==> src/rtl/ucs_pkg.sv <==
package ucs_pkg;
  typedef enum logic {OWN_CPU = 1'b0, OWN_TRACE = 1'b1} owner_e;
  localparam logic [7:0] KEY_GRAB    = 8'h03;
  localparam logic [7:0] KEY_RELEASE = 8'h04;
endpackage

==> src/rtl/ucs_mode_ctl.sv <==
module ucs_mode_ctl
  import ucs_pkg::*;
#(
  parameter int DW = 8
) (
  input  logic          clk_i,
  input  logic          rst_ni,
  input  logic [DW-1:0] rx_data_i,
  input  logic          rx_valid_i,
  output owner_e        mode_o,
  output logic          step_pulse_o,
  output logic          fwd_valid_o,
  output logic [DW-1:0] fwd_data_o
);
  owner_e mode_q;
  logic   pulse_q;
  logic   is_grab, is_rel;

  assign is_grab = rx_valid_i && (rx_data_i == DW'(KEY_GRAB));
  assign is_rel  = rx_valid_i && (rx_data_i == DW'(KEY_RELEASE));

  always_ff @(posedge clk_i or negedge rst_ni) begin
    if (!rst_ni) begin
      mode_q  <= OWN_CPU;
      pulse_q <= 1'b0;
    end else begin
      if (is_grab)     mode_q <= OWN_TRACE;
      else if (is_rel) mode_q <= OWN_CPU;
      pulse_q <= rx_valid_i && (mode_q == OWN_TRACE) && !is_rel;
    end
  end

  // control characters are swallowed here
  assign fwd_valid_o  = rx_valid_i && (mode_q == OWN_CPU) && !is_grab && !is_rel;
  assign fwd_data_o   = rx_data_i;
  assign mode_o       = mode_q;
  assign step_pulse_o = pulse_q;
endmodule

==> src/rtl/ucs_cpu_port.sv <==
module ucs_cpu_port
  import ucs_pkg::*;
#(
  parameter int DW = 8
) (
  input  logic          clk_i,
  input  logic          rst_ni,
  input  owner_e        mode_i,
  input  logic          fwd_valid_i,
  input  logic [DW-1:0] fwd_data_i,
  input  logic          cpu_sel_i,
  input  logic          cpu_we_i,
  input  logic          cpu_addr_i,
  input  logic [DW-1:0] cpu_wdata_i,
  output logic [DW-1:0] cpu_rdata_o,
  input  logic          tx_busy_i,
  output logic          tx_load_o,
  output logic [DW-1:0] tx_load_data_o,
  output logic          irq_o
);
  logic          rx_full_q;
  logic [DW-1:0] rx_buf_q;
  logic          cpu_on, rd_data;

  assign cpu_on  = (mode_i == OWN_CPU);
  assign rd_data = cpu_sel_i && !cpu_we_i && !cpu_addr_i && cpu_on;

  always_ff @(posedge clk_i or negedge rst_ni) begin
    if (!rst_ni) begin
      rx_full_q <= 1'b0;
      rx_buf_q  <= '0;
    end else if (fwd_valid_i) begin
      rx_full_q <= 1'b1;
      rx_buf_q  <= fwd_data_i;
    end else if (rd_data) begin
      rx_full_q <= 1'b0;
    end
  end

  always_comb begin
    if (!cpu_on)         cpu_rdata_o = '0;
    else if (cpu_addr_i) cpu_rdata_o = {{(DW-2){1'b0}}, tx_busy_i, rx_full_q};
    else                 cpu_rdata_o = rx_buf_q;
  end

  assign tx_load_o      = cpu_sel_i && cpu_we_i && !cpu_addr_i && cpu_on && !tx_busy_i;
  assign tx_load_data_o = cpu_wdata_i;
  assign irq_o          = cpu_on && rx_full_q;
endmodule

==> src/rtl/ucs_tx_path.sv <==
module ucs_tx_path
  import ucs_pkg::*;
#(
  parameter int DW = 8
) (
  input  logic          clk_i,
  input  logic          rst_ni,
  input  owner_e        mode_i,
  input  logic          cpu_load_i,
  input  logic [DW-1:0] cpu_data_i,
  input  logic [DW-1:0] trc_data_i,
  input  logic          trc_valid_i,
  output logic          trc_ready_o,
  output logic [DW-1:0] tx_data_o,
  output logic          tx_valid_o,
  input  logic          tx_ready_i,
  output logic          cpu_busy_o
);
  owner_e        sel_q;
  logic          vld_q;
  logic [DW-1:0] dat_q;

  assign trc_ready_o = (sel_q == OWN_TRACE) && (mode_i == OWN_TRACE) && !vld_q;
  assign cpu_busy_o  = vld_q || (sel_q != OWN_CPU);

  // owner follows mode only while the stage is empty
  always_ff @(posedge clk_i or negedge rst_ni) begin
    if (!rst_ni) begin
      sel_q <= OWN_CPU;
      vld_q <= 1'b0;
      dat_q <= '0;
    end else if (vld_q) begin
      if (tx_ready_i) vld_q <= 1'b0;
    end else if (sel_q != mode_i) begin
      sel_q <= mode_i;
    end else if (cpu_load_i) begin
      vld_q <= 1'b1;
      dat_q <= cpu_data_i;
    end else if (trc_valid_i && trc_ready_o) begin
      vld_q <= 1'b1;
      dat_q <= trc_data_i;
    end
  end

  assign tx_data_o  = dat_q;
  assign tx_valid_o = vld_q;
endmodule

==> src/rtl/uart_console_switch.sv <==
module uart_console_switch
  import ucs_pkg::*;
#(
  parameter int DW = 8
) (
  input  logic          clk_i,
  input  logic          rst_ni,
  input  logic [DW-1:0] rx_data_i,
  input  logic          rx_valid_i,
  output logic [DW-1:0] tx_data_o,
  output logic          tx_valid_o,
  input  logic          tx_ready_i,
  input  logic          cpu_sel_i,
  input  logic          cpu_we_i,
  input  logic          cpu_addr_i,
  input  logic [DW-1:0] cpu_wdata_i,
  output logic [DW-1:0] cpu_rdata_o,
  output logic          irq_o,
  input  logic [DW-1:0] trc_data_i,
  input  logic          trc_valid_i,
  output logic          trc_ready_o,
  output logic          step_en_o,
  output logic          step_pulse_o
);
  owner_e        mode;
  logic          fwd_valid, tx_busy, tx_load;
  logic [DW-1:0] fwd_data, tx_load_data;

  ucs_mode_ctl #(.DW(DW)) u_mode (
    .clk_i, .rst_ni, .rx_data_i, .rx_valid_i,
    .mode_o(mode), .step_pulse_o,
    .fwd_valid_o(fwd_valid), .fwd_data_o(fwd_data)
  );

  ucs_cpu_port #(.DW(DW)) u_cpu (
    .clk_i, .rst_ni, .mode_i(mode),
    .fwd_valid_i(fwd_valid), .fwd_data_i(fwd_data),
    .cpu_sel_i, .cpu_we_i, .cpu_addr_i, .cpu_wdata_i, .cpu_rdata_o,
    .tx_busy_i(tx_busy), .tx_load_o(tx_load), .tx_load_data_o(tx_load_data),
    .irq_o
  );

  ucs_tx_path #(.DW(DW)) u_tx (
    .clk_i, .rst_ni, .mode_i(mode),
    .cpu_load_i(tx_load), .cpu_data_i(tx_load_data),
    .trc_data_i, .trc_valid_i, .trc_ready_o,
    .tx_data_o, .tx_valid_o, .tx_ready_i,
    .cpu_busy_o(tx_busy)
  );

  assign step_en_o = (mode == OWN_TRACE);
endmodule

==> config.mk <==
export PLATFORM = sky130hd
export DESIGN_NAME = uart_console_switch
export DESIGN_NICKNAME = d
export VERILOG_FILES = /design/src/rtl/ucs_pkg.sv /design/src/rtl/ucs_mode_ctl.sv /design/src/rtl/ucs_cpu_port.sv /design/src/rtl/ucs_tx_path.sv /design/src/rtl/uart_console_switch.sv
export SDC_FILE = /design/constraint.sdc
export NUM_CORES = 1
export LEC_CHECK = 0
export BUFFER_PORTS_ARGS = -buffer_cell sky130_fd_sc_hd__buf_4
export CELL_PAD_IN_SITES_DETAIL_PLACEMENT = 0
export CELL_PAD_IN_SITES_GLOBAL_PLACEMENT = 2
export CORE_UTILIZATION = 32
export CTS_BUF_LIST = sky130_fd_sc_hd__clkbuf_4 sky130_fd_sc_hd__clkbuf_8
export CTS_CLUSTER_DIAMETER = 200
export CTS_CLUSTER_SIZE = 12
export DETAILED_ROUTE_END_ITERATION = 8
export PLACE_DENSITY = 0.91
export SYNTH_ARGS = -nofsm -noshare
export SYNTH_HDL_FRONTEND = slang
export SYNTH_HIERARCHICAL = 1
export SYNTH_SLANG_ARGS = --single-unit
export TNS_END_PERCENT = 50
==> constraint.sdc <==
create_clock -name clk_i -period 3.1 [get_ports clk_i]
set_clock_uncertainty 0.1 [all_clocks]
set_input_delay 0.155 -clock clk_i [delete_from_list [all_inputs] [get_ports clk_i]]
set_output_delay 0.155 -clock clk_i [all_outputs]
set_load 0.02 [all_outputs]
==> impl_metrics.toml, run 1 <==
[status]
status = "completed"

[clock_tree]
cts-buffers-inserted = 3
post_cts_buffers = 0
cts_resized = 0
cts_buffer_depth = 2
cts_hold_buf = 2
root_buffer = "clkbuf_8"
cts_tree = "built"
ctsHtreeMaxLevel = 1
cts_sinks = 21
clk_pin_slew_worst_paths_ns = 0.07
insertion_delay_ns = 0.25

[synth]
synthArstFlopShare = 1.00
ys_warn_count = 6
synthesis.instances = 101
synth.net_count = 134
synth_edf_count = 0
yosysUniqueCellTypes = 27
synthFlopType = "dfrtp_1"
syn-cell-area_um2 = 1230
synth_area_per_cell_um2 = 12.1
synth-seq-cells = 21
yosysSeqAreaShare = 0.429

[place]
dp_cells = 183
dp_hpwl_um = 1910
gp_congestion = 0.729
port-buffer-count = 52

[critical_path]
worstPathMaxFanout = 12
crit_chain = "nor2_1 -> and4b_1 -> a21oi_4 -> nor3_4 -> mux2_2"
worstRegToRegCells = 5
critPathKind = "reg -> reg"
cp_data_arrival_time_ns = 2.47
worst_setup_path_end_kind = "flop"
r2r-end = "u_tx/tx_data_o[5]"
cpMaxStageDelayCell = "and4b_1"
r2r-start = "u_mode/mode_o"
cpPeakStageDelay_ns = 0.55
required_ns = 3.14
worst-r2r-setup-slack_ns = 0.66
cp-start-kind = "flop"

[finish]
final_cell_mix = "buf_4, mux2_2, dfrtp_1"
drive_gt1_frac = 0.631
nNetsFinal = 175
final_cell_count_no_fill = 189
n_antenna_cell = 0
multi_input_area_um2 = 554
regArea_um2 = 526
final_common_cell = "buf_4"
area_growth_pct = 30.7
nFillCells = 360

[hold_path]
hold_depth = 2
hold_start = "rx_data_i[7]"
hold_path_end = "u_cpu/rx_buf_q[7]"
hp-class = "in -> reg"

[detailed_routing]
drt_first_pass_iters = 4
wl_per_cell_um = 12.6
drt_wl_total_um = 2390
routed_via_density = 4.69
drt_drc_violations_left = 0
drt_iter0_drc = 11
drtAntennaViolNets = 0
vias = 887

[sta]
grt_setup_unrepaired = "no"
max_freq_mhz = 411
finalSetupTns_ns = 0
holdWs_ns = 0.0455
slew_headroom = 0.438
fin_crit_ns = 2.44
finalCritPeriodShare = 0.786
finalSetupViolations = 0
slew_viol_final = 0
hold_violations = 0
tightest_slew_ns = 0.843

[die]
die_area_um2 = 4080
core_area_um2 = 3660
fp-row-count = 22
die_y_um = 63.9
io_pins = 53
start_util = 0.335
chipWidth_um = 63.9

[global_routing]
overflow = 0
grt_use_total = 0.125
antenna_found_initial = 0
grt_pass1_wl_um = 4070
grt_pass1_vias = 971
grt_max_degree = 22

[power]
p_leak_nw = 0.754
power_density_nw_per_um2 = 475
irDropWorstVdd_mv = 0.290

[flow_run]
maxCapViolCount = 0
## registers in the layout, summed over array words and instances (netlist names)
register,count
u_tx/sel_q,1
u_mode/mode_o,1
u_tx/tx_data_o,8
u_mode/step_pulse_o,1
u_tx/tx_valid_o,1
u_cpu/rx_full_q,1
u_cpu/rx_buf_q,8
## stage by stage
stage | util | setup slack [ns] | total power (W) | area, um^2
after CTS | 0.438 | 0.632 | 0.000774 | 1600
after global placement | 0.419 | 0.724 | 0.000584 | 1530
after floorplan | - | 0.974 | 0.000483 | 1230
after global routing | 0.438 | 0.479 | 0.000802 | 1600
final | 0.438 | 0.664 | 0.000762 | 1600
after detailed placement | 0.419 | 0.605 | 0.000589 | 1530
## final cells by class
type,count,share of cell area
timing repair buffer,54,0.256
inverter,1,0.00234
multi-input combinational,61,0.346
clock buffer,4,0.0304
sequential,21,0.328
tap,48,0.0375
## cell usage after synthesis, types with 2 or more instances
master / number / area share
mux2_2: 25 / 0.23
buf_6: 2 / 0.018
nor2b_1: 2 / 0.010
mux2i_1: 2 / 0.016
or2_2: 2 / 0.010
nor2_1: 5 / 0.015
nand2b_1: 2 / 0.010
and2_1: 6 / 0.031
dfrtp_1: 21 / 0.43
nand2_1: 2 / 0.0061
buf_4: 16 / 0.098
## cell families (layout without fill, tap and decap cells)
kind of cell             count (synthesis)  count (layout)  synth area share
AO/OA/AOI/OAI                            8               8            0.0612
adder cells (fa/ha/maj)                  1               1            0.0102
AND/OR/NAND/NOR                         25              25             0.135
multiplexers                            27              27             0.246
flip-flops                              21              21             0.429
buffers and inverters                   19              59             0.119
## worst max path at each step
stage / from / to / slack (ns) / cells after the start
floorplan: u_tx/tx_valid_o / u_tx/tx_data_o[0] / 0.97 / 6
global placement: u_mode/mode_o / u_tx/tx_data_o[2] / 0.72 / 5
detailed placement: u_mode/mode_o / u_tx/tx_data_o[5] / 0.61 / 5
CTS: u_mode/mode_o / u_tx/tx_data_o[5] / 0.63 / 5
global route: u_mode/mode_o / u_tx/tx_data_o[2] / 0.48 / 5
finish: u_mode/mode_o / u_tx/tx_data_o[5] / 0.66 / 5
## power breakdown
| part | internal [W] | switching (W) |
|---|---|---|
| Combinational | 0.000129 | 0.000111 |
| Clock | 0.000100 | 0.0000802 |
| Sequential | 0.000317 | 0.0000244 |
| Total | 0.000547 | 0.000215 |
## critical path, delay by kind of cell (launching register included)
| kind | cells | cell delay, ns |
|---|---|---|
| multiplexers | 1 | 0.39 |
| AND/OR/NAND/NOR | 3 | 1.27 |
| AO/OA/AOI/OAI | 1 | 0.05 |
| flip-flops | 1 | 0.51 |
## layer usage
metal	vias to the layer above	part of all wire	GRT usage
met3	0	0.067	0.0357
li1	417	-	-
met2	34	0.52	0.238
met4	0	0	0.0114
met5	-	0	0
met1	436	0.42	0.142
Note: power is estimated with default switching activity, not from simulation.
==> run 2: changes to the inputs <==
- ABC_AREA: unset -> 1
- CORE_UTILIZATION: 32 -> 25
- PLACE_DENSITY: 0.91 -> 0.84
- clock period: 3.1 -> 2.4 ns (I/O delays scaled with it)
==> impl_metrics.toml, run 2 <==
[die]
die_area_um2 = 5370
io_pins = 53
chipWidth_um = 73.3
fp-row-count = 25
die_y_um = 73.3
core_area_um2 = 4820
start_util = 0.264

[global_routing]
grt_pass1_wl_um = 5050
antenna_found_initial = 0
overflow = 0
grt_pass1_vias = 1083
grt_max_degree = 22
grt_use_total = 0.121

[synth]
synthArstFlopShare = 1.00
yosysSeqAreaShare = 0.413
synth_top_cell_area_share = 0.413
synthesis.instances = 181
ys_warn_count = 6
synth_edf_count = 0
synth.area.top_cells = "dfrtp_1, nand2_1, buf_4, inv_1, nor2_1"
synth.net_count = 214
yosysTopAreaCell = "dfrtp_1"
synth.most_common_cell = "nand2_1"
syn-cell-area_um2 = 1270
synthFlopType = "dfrtp_1"
synthTopCellsByCount = "nand2_1, inv_1, dfrtp_1"
yosysUniqueCellTypes = 17
synth_area_per_cell_um2 = 7.02
synth-seq-cells = 21

[critical_path]
cpPeakStageDelay_ns = 0.44
cpMaxStageDelayCell = "dfrtp_1"
critPathTopFamily = "simple AND/OR/NAND/NOR gates"
cp.buffers_inverters = 1
cp_data_arrival_time_ns = 1.77
worstRegToRegCells = 7
worstPathMaxFanout = 9
cp_num_cells = 7
required_ns = 2.45
worst_setup_path_end_kind = "flop"
worst-r2r-setup-slack_ns = 0.68
cp-start-kind = "flop"
critPathKind = "reg -> reg"
crit_chain = "or2_2 -> nor3_2 -> inv_2 -> nand2_4 -> nand2_4 -> nand2_1 -> nand2_1"

[clock_tree]
root_buffer = "clkbuf_8"
insertion_delay_ns = 0.25
cts_sinks = 21
clk_pin_slew_worst_paths_ns = 0.07
ctsHtreeMaxLevel = 1
cts-buffers-inserted = 3
cts_tree = "built"
cts_buffer_depth = 2
cts_resized = 0

[finish]
multi_input_area_um2 = 513
final_cell_area_um2 = 1760
drive_gt1_frac = 0.300
regArea_um2 = 526
nFillCells = 540
final_cell_count_no_fill = 297
n_antenna_cell = 0
area_growth_pct = 38.3
final_common_cell = "nand2_1"
final_core_util = 0.365
final_cell_mix = "nand2_1, buf_4, inv_1"
nNetsFinal = 264

[detailed_routing]
vias = 1158
wl_per_cell_um = 10.2
routed_via_density = 3.90
drt_drc_violations_left = 0
drt_first_pass_iters = 4
drt_wl_total_um = 3020
drtAntennaViolNets = 0
drt_iter0_drc = 51

[sta]
finalSetupViolations = 0
finalCritPeriodShare = 0.717
fin_ws_ns = 0.680
slew_headroom = 0.716
fin_crit_ns = 1.72
hold_violations = 0
grt_setup_unrepaired = "no"
tightest_slew_ns = 0.425
finalSetupTns_ns = 0
max_freq_mhz = 581
slew_viol_final = 0

[place]
gp_congestion = 0.720
dpl_worst_slack_ns = 0.669
placed_cell_area_um2 = 1620
dp_hpwl_um = 2350
dp_cells = 284
port-buffer-count = 52

[power]
irDropWorstVdd_mv = 0.316
power_density_nw_per_um2 = 717
p_leak_nw = 0.998

[status]
status = "completed"

[flow_run]
maxCapViolCount = 0

[hold_path]
hp-class = "in -> reg"
hold_depth = 3
[run 2: worst reg2reg max path: cells and delay by family, from the launching register on]
kind,cells,cell delay (ns)
buf+inv,1,0.13
simple gates,6,0.94
flops,1,0.44
[run 2: metal layers]
| metal | vias to the layer above | global-route usage | share of wire |
|---|---|---|---|
| met3 | 2 | 0.0316 | 0.038 |
| li1 | 624 | - | - |
| met4 | 0 | 0.0192 | 0.0040 |
| met5 | - | 0 | 0 |
| met1 | 511 | 0.173 | 0.50 |
| met2 | 21 | 0.187 | 0.46 |
[run 2: logic make-up after synthesis]
| kind of cell | Yosys count | share of synthesized area |
|---|---|---|
| AOI/OAI and AO/OA | 10 | 0.0404 |
| DFF | 21 | 0.413 |
| adders and majority gates | 1 | 0.00984 |
| buffers and inverters | 43 | 0.183 |
| and+or+nand+nor | 106 | 0.353 |
[run 2: cell type report]
| class | count | share of cell area |
|---|---|---|
| well taps | 67 | 0.0477 |
| flip-flops and latches | 21 | 0.299 |
| multi-input cells | 117 | 0.292 |
| clock buffers | 3 | 0.0235 |
| clock inverters | 1 | 0.00285 |
| inverters | 25 | 0.0534 |
| repair buffers | 63 | 0.282 |
[run 2: final timing paths]
path / from / to
min in group asynchronous: rst_ni / u_cpu/rx_buf_q[4]
max: u_tx/tx_valid_o / u_tx/tx_data_o[7]
min: rx_data_i[0] / u_cpu/rx_buf_q[0]
max reg2reg: u_tx/tx_valid_o / u_tx/tx_data_o[7]
min reg2reg: u_cpu/rx_buf_q[0] / u_cpu/rx_buf_q[0]
max in group asynchronous: rst_ni / u_tx/tx_valid_o
[run 2: stage by stage]
stage               hold slack (ns)  total power [W]
floorplan                    -0.276         0.000815
global placement            -0.0680          0.00103
detailed placement          -0.0724          0.00103
CTS                         0.00261          0.00128
global route               0.000612          0.00135
finish                      0.00622          0.00126
[run 2: power by group]
group / switching (W) / internal, W
Sequential: 0.0000535 / 0.000441
Combinational: 0.000306 / 0.000225
Clock: 0.000118 / 0.000116
[run 2: what timing repair did]
action                                  CTS  global route
buffers inserted                          0             0
hold buffers                              9             0
endpoints found under the hold margin    29             0
endpoints found under the setup margin    0             0
==> run 3: changes to the inputs <==
- ABC_AREA: 1 -> 0
- CORE_UTILIZATION: 25 -> 30
- PLACE_DENSITY: 0.84 -> 0.86
- clock period: 2.4 -> 1.63 ns (I/O delays scaled with it)
==> impl_metrics.toml, run 3 (synthesized netlist as in run 1, its figures left out) <==
[finish]
multi_input_area_um2 = 659
nNetsFinal = 196
n_antenna_cell = 0
final_cell_area_um2 = 1910
nFillCells = 364
area_growth_pct = 56.1
regArea_um2 = 527
final_common_cell = "buf_4"
final_cell_count_no_fill = 210
final_cell_mix = "buf_4, dfrtp_1, mux2_4"
drive_gt1_frac = 0.685

[die]
fp-row-count = 22
die_y_um = 65.9
start_util = 0.323
core_area_um2 = 3800
die_area_um2 = 4350
chipWidth_um = 65.9
io_pins = 53

[sta]
slew_viol_final = 0
slew_headroom = 0.820
finalCritPeriodShare = 1.17
finalSetupViolations = 8
tightest_slew_ns = 0.271
hold_violations = 0
fin_crit_ns = 1.90
grt_setup_unrepaired = "yes"
max_freq_mhz = 525
fin_ws_ns = -0.274

[global_routing]
top_usage_layer = "met2"
grt_pass1_wl_um = 4610
overflow = 0
grt_use_met2 = 0.239
grt_use_total = 0.139
antenna_found_initial = 0
met1_usage = 0.169
grt_max_degree = 22
grt_pass1_vias = 1041
gr-usage-met3 = 0.0328

[critical_path]
cp_data_arrival_time_ns = 1.94
worstPathMaxFanout = 8
worst_setup_path_end_kind = "flop"
required_ns = 1.67
critPathKind = "reg -> reg"
crit_chain = "or2_4 -> and4b_2 -> buf_12 -> mux2_4 -> mux2_4"
crit_top_cell = "mux2_4"
cpPeakStageDelay_ns = 0.41
cpMaxStageDelayCell = "dfrtp_2"
cp.buffers_inverters = 1
cp-start-kind = "flop"
critPathTopFamily = "simple AND/OR/NAND/NOR gates"

[clock_tree]
cts_tree = "built"
cts_sinks = 21
cts_buffer_depth = 2
clk_pin_slew_worst_paths_ns = 0.07
insertion_delay_ns = 0.25
root_buffer = "clkbuf_8"
ctsHtreeMaxLevel = 1
cts-buffers-inserted = 3

[power]
power_density_nw_per_um2 = 811
irDropWorstVdd_mv = 0.330
p_leak_nw = 0.919

[status]
status = "complete, but fails checks"
violations = "setup timing"

[hold_path]
hp-class = "in -> reg"

[detailed_routing]
drt_iter0_drc = 15
drt_first_pass_iters = 4
vias = 979
routed_via_density = 4.66
wl_per_cell_um = 13.5
drt_wl_total_um = 2830
drtAntennaViolNets = 0
drt_drc_violations_left = 0

[place]
port-buffer-count = 52
gp_congestion = 0.735
placed_cell_area_um2 = 1670
dp_cells = 196
dp_hpwl_um = 2050

[flow_run]
maxCapViolCount = 0
-- run 3: cell types whose count changed in the layout (fill, tap and decap cells not counted), sizes merged, moves of 6 or more --
cell	change
and2	+6
buf	+13
nor2	-16
mux2	+25
nand3	-12
inv	-24
nand2	-69
o21ai	-7
-- run 3: routing by layer --
layer / vias to the layer above / routed length (um)
li1: 459 / -
met1: 479 / 1240
met2: 39 / 1360
met3: 2 / 200
met4: 0 / 16
met5: - / 0
-- run 3: where the power goes --
part	switching [W]	total, W	internal [W]
registers	0.0000449	0.000649	0.000604
logic	0.000234	0.000556	0.000322
clock network	0.000158	0.000348	0.000190
-- run 3: layout make-up --
class / instances / area share
Clock buffer: 4 / 0.0255
Inverter: 1 / 0.00196
Multi-Input combinational cell: 61 / 0.344
Sequential cell: 21 / 0.275
Tap cell: 48 / 0.0314
Timing Repair Buffer: 75 / 0.322
-- run 3: worst paths after layout --
kind | from | end | slack [ns] | depth (start not counted)
max in group asynchronous | rst_ni | u_tx/tx_valid_o | 1.05 | 2
max reg2reg | u_tx/tx_valid_o | u_tx/tx_data_o[4] | -0.27 | 5
max | u_tx/tx_valid_o | u_tx/tx_data_o[4] | -0.27 | 5
min | rx_data_i[1] | u_cpu/rx_buf_q[1] | 0.005 | 2
min in group asynchronous | rst_ni | u_tx/tx_data_o[6] | 0.15 | 2
min reg2reg | u_cpu/rx_buf_q[5] | u_cpu/rx_buf_q[5] | 0.40 | 1
-- run 3: what timing repair did --
item	CTS	global route
hold endpoints to repair	28	0
hold buffers	8	0
pin swaps	1	1
endpoints found under the setup margin	17	18
resized for setup	16	9
setup buffers	2	0
-- run 3: per-stage QoR --
stage	util	worst slack [ns]	power (W)	TNS, ns	hold slack (ns)
after floorplan	-	-0.414	0.000925	-3.39	-0.314
after global placement	0.439	-0.302	0.00114	-2.76	-0.118
after detailed placement	0.439	-0.345	0.00115	-3.28	-0.116
after CTS	0.495	-0.276	0.00155	-2.16	0.00218
after global routing	0.504	-0.344	0.00165	-2.86	0.00489
final	0.504	-0.274	0.00155	-2.15	0.00523
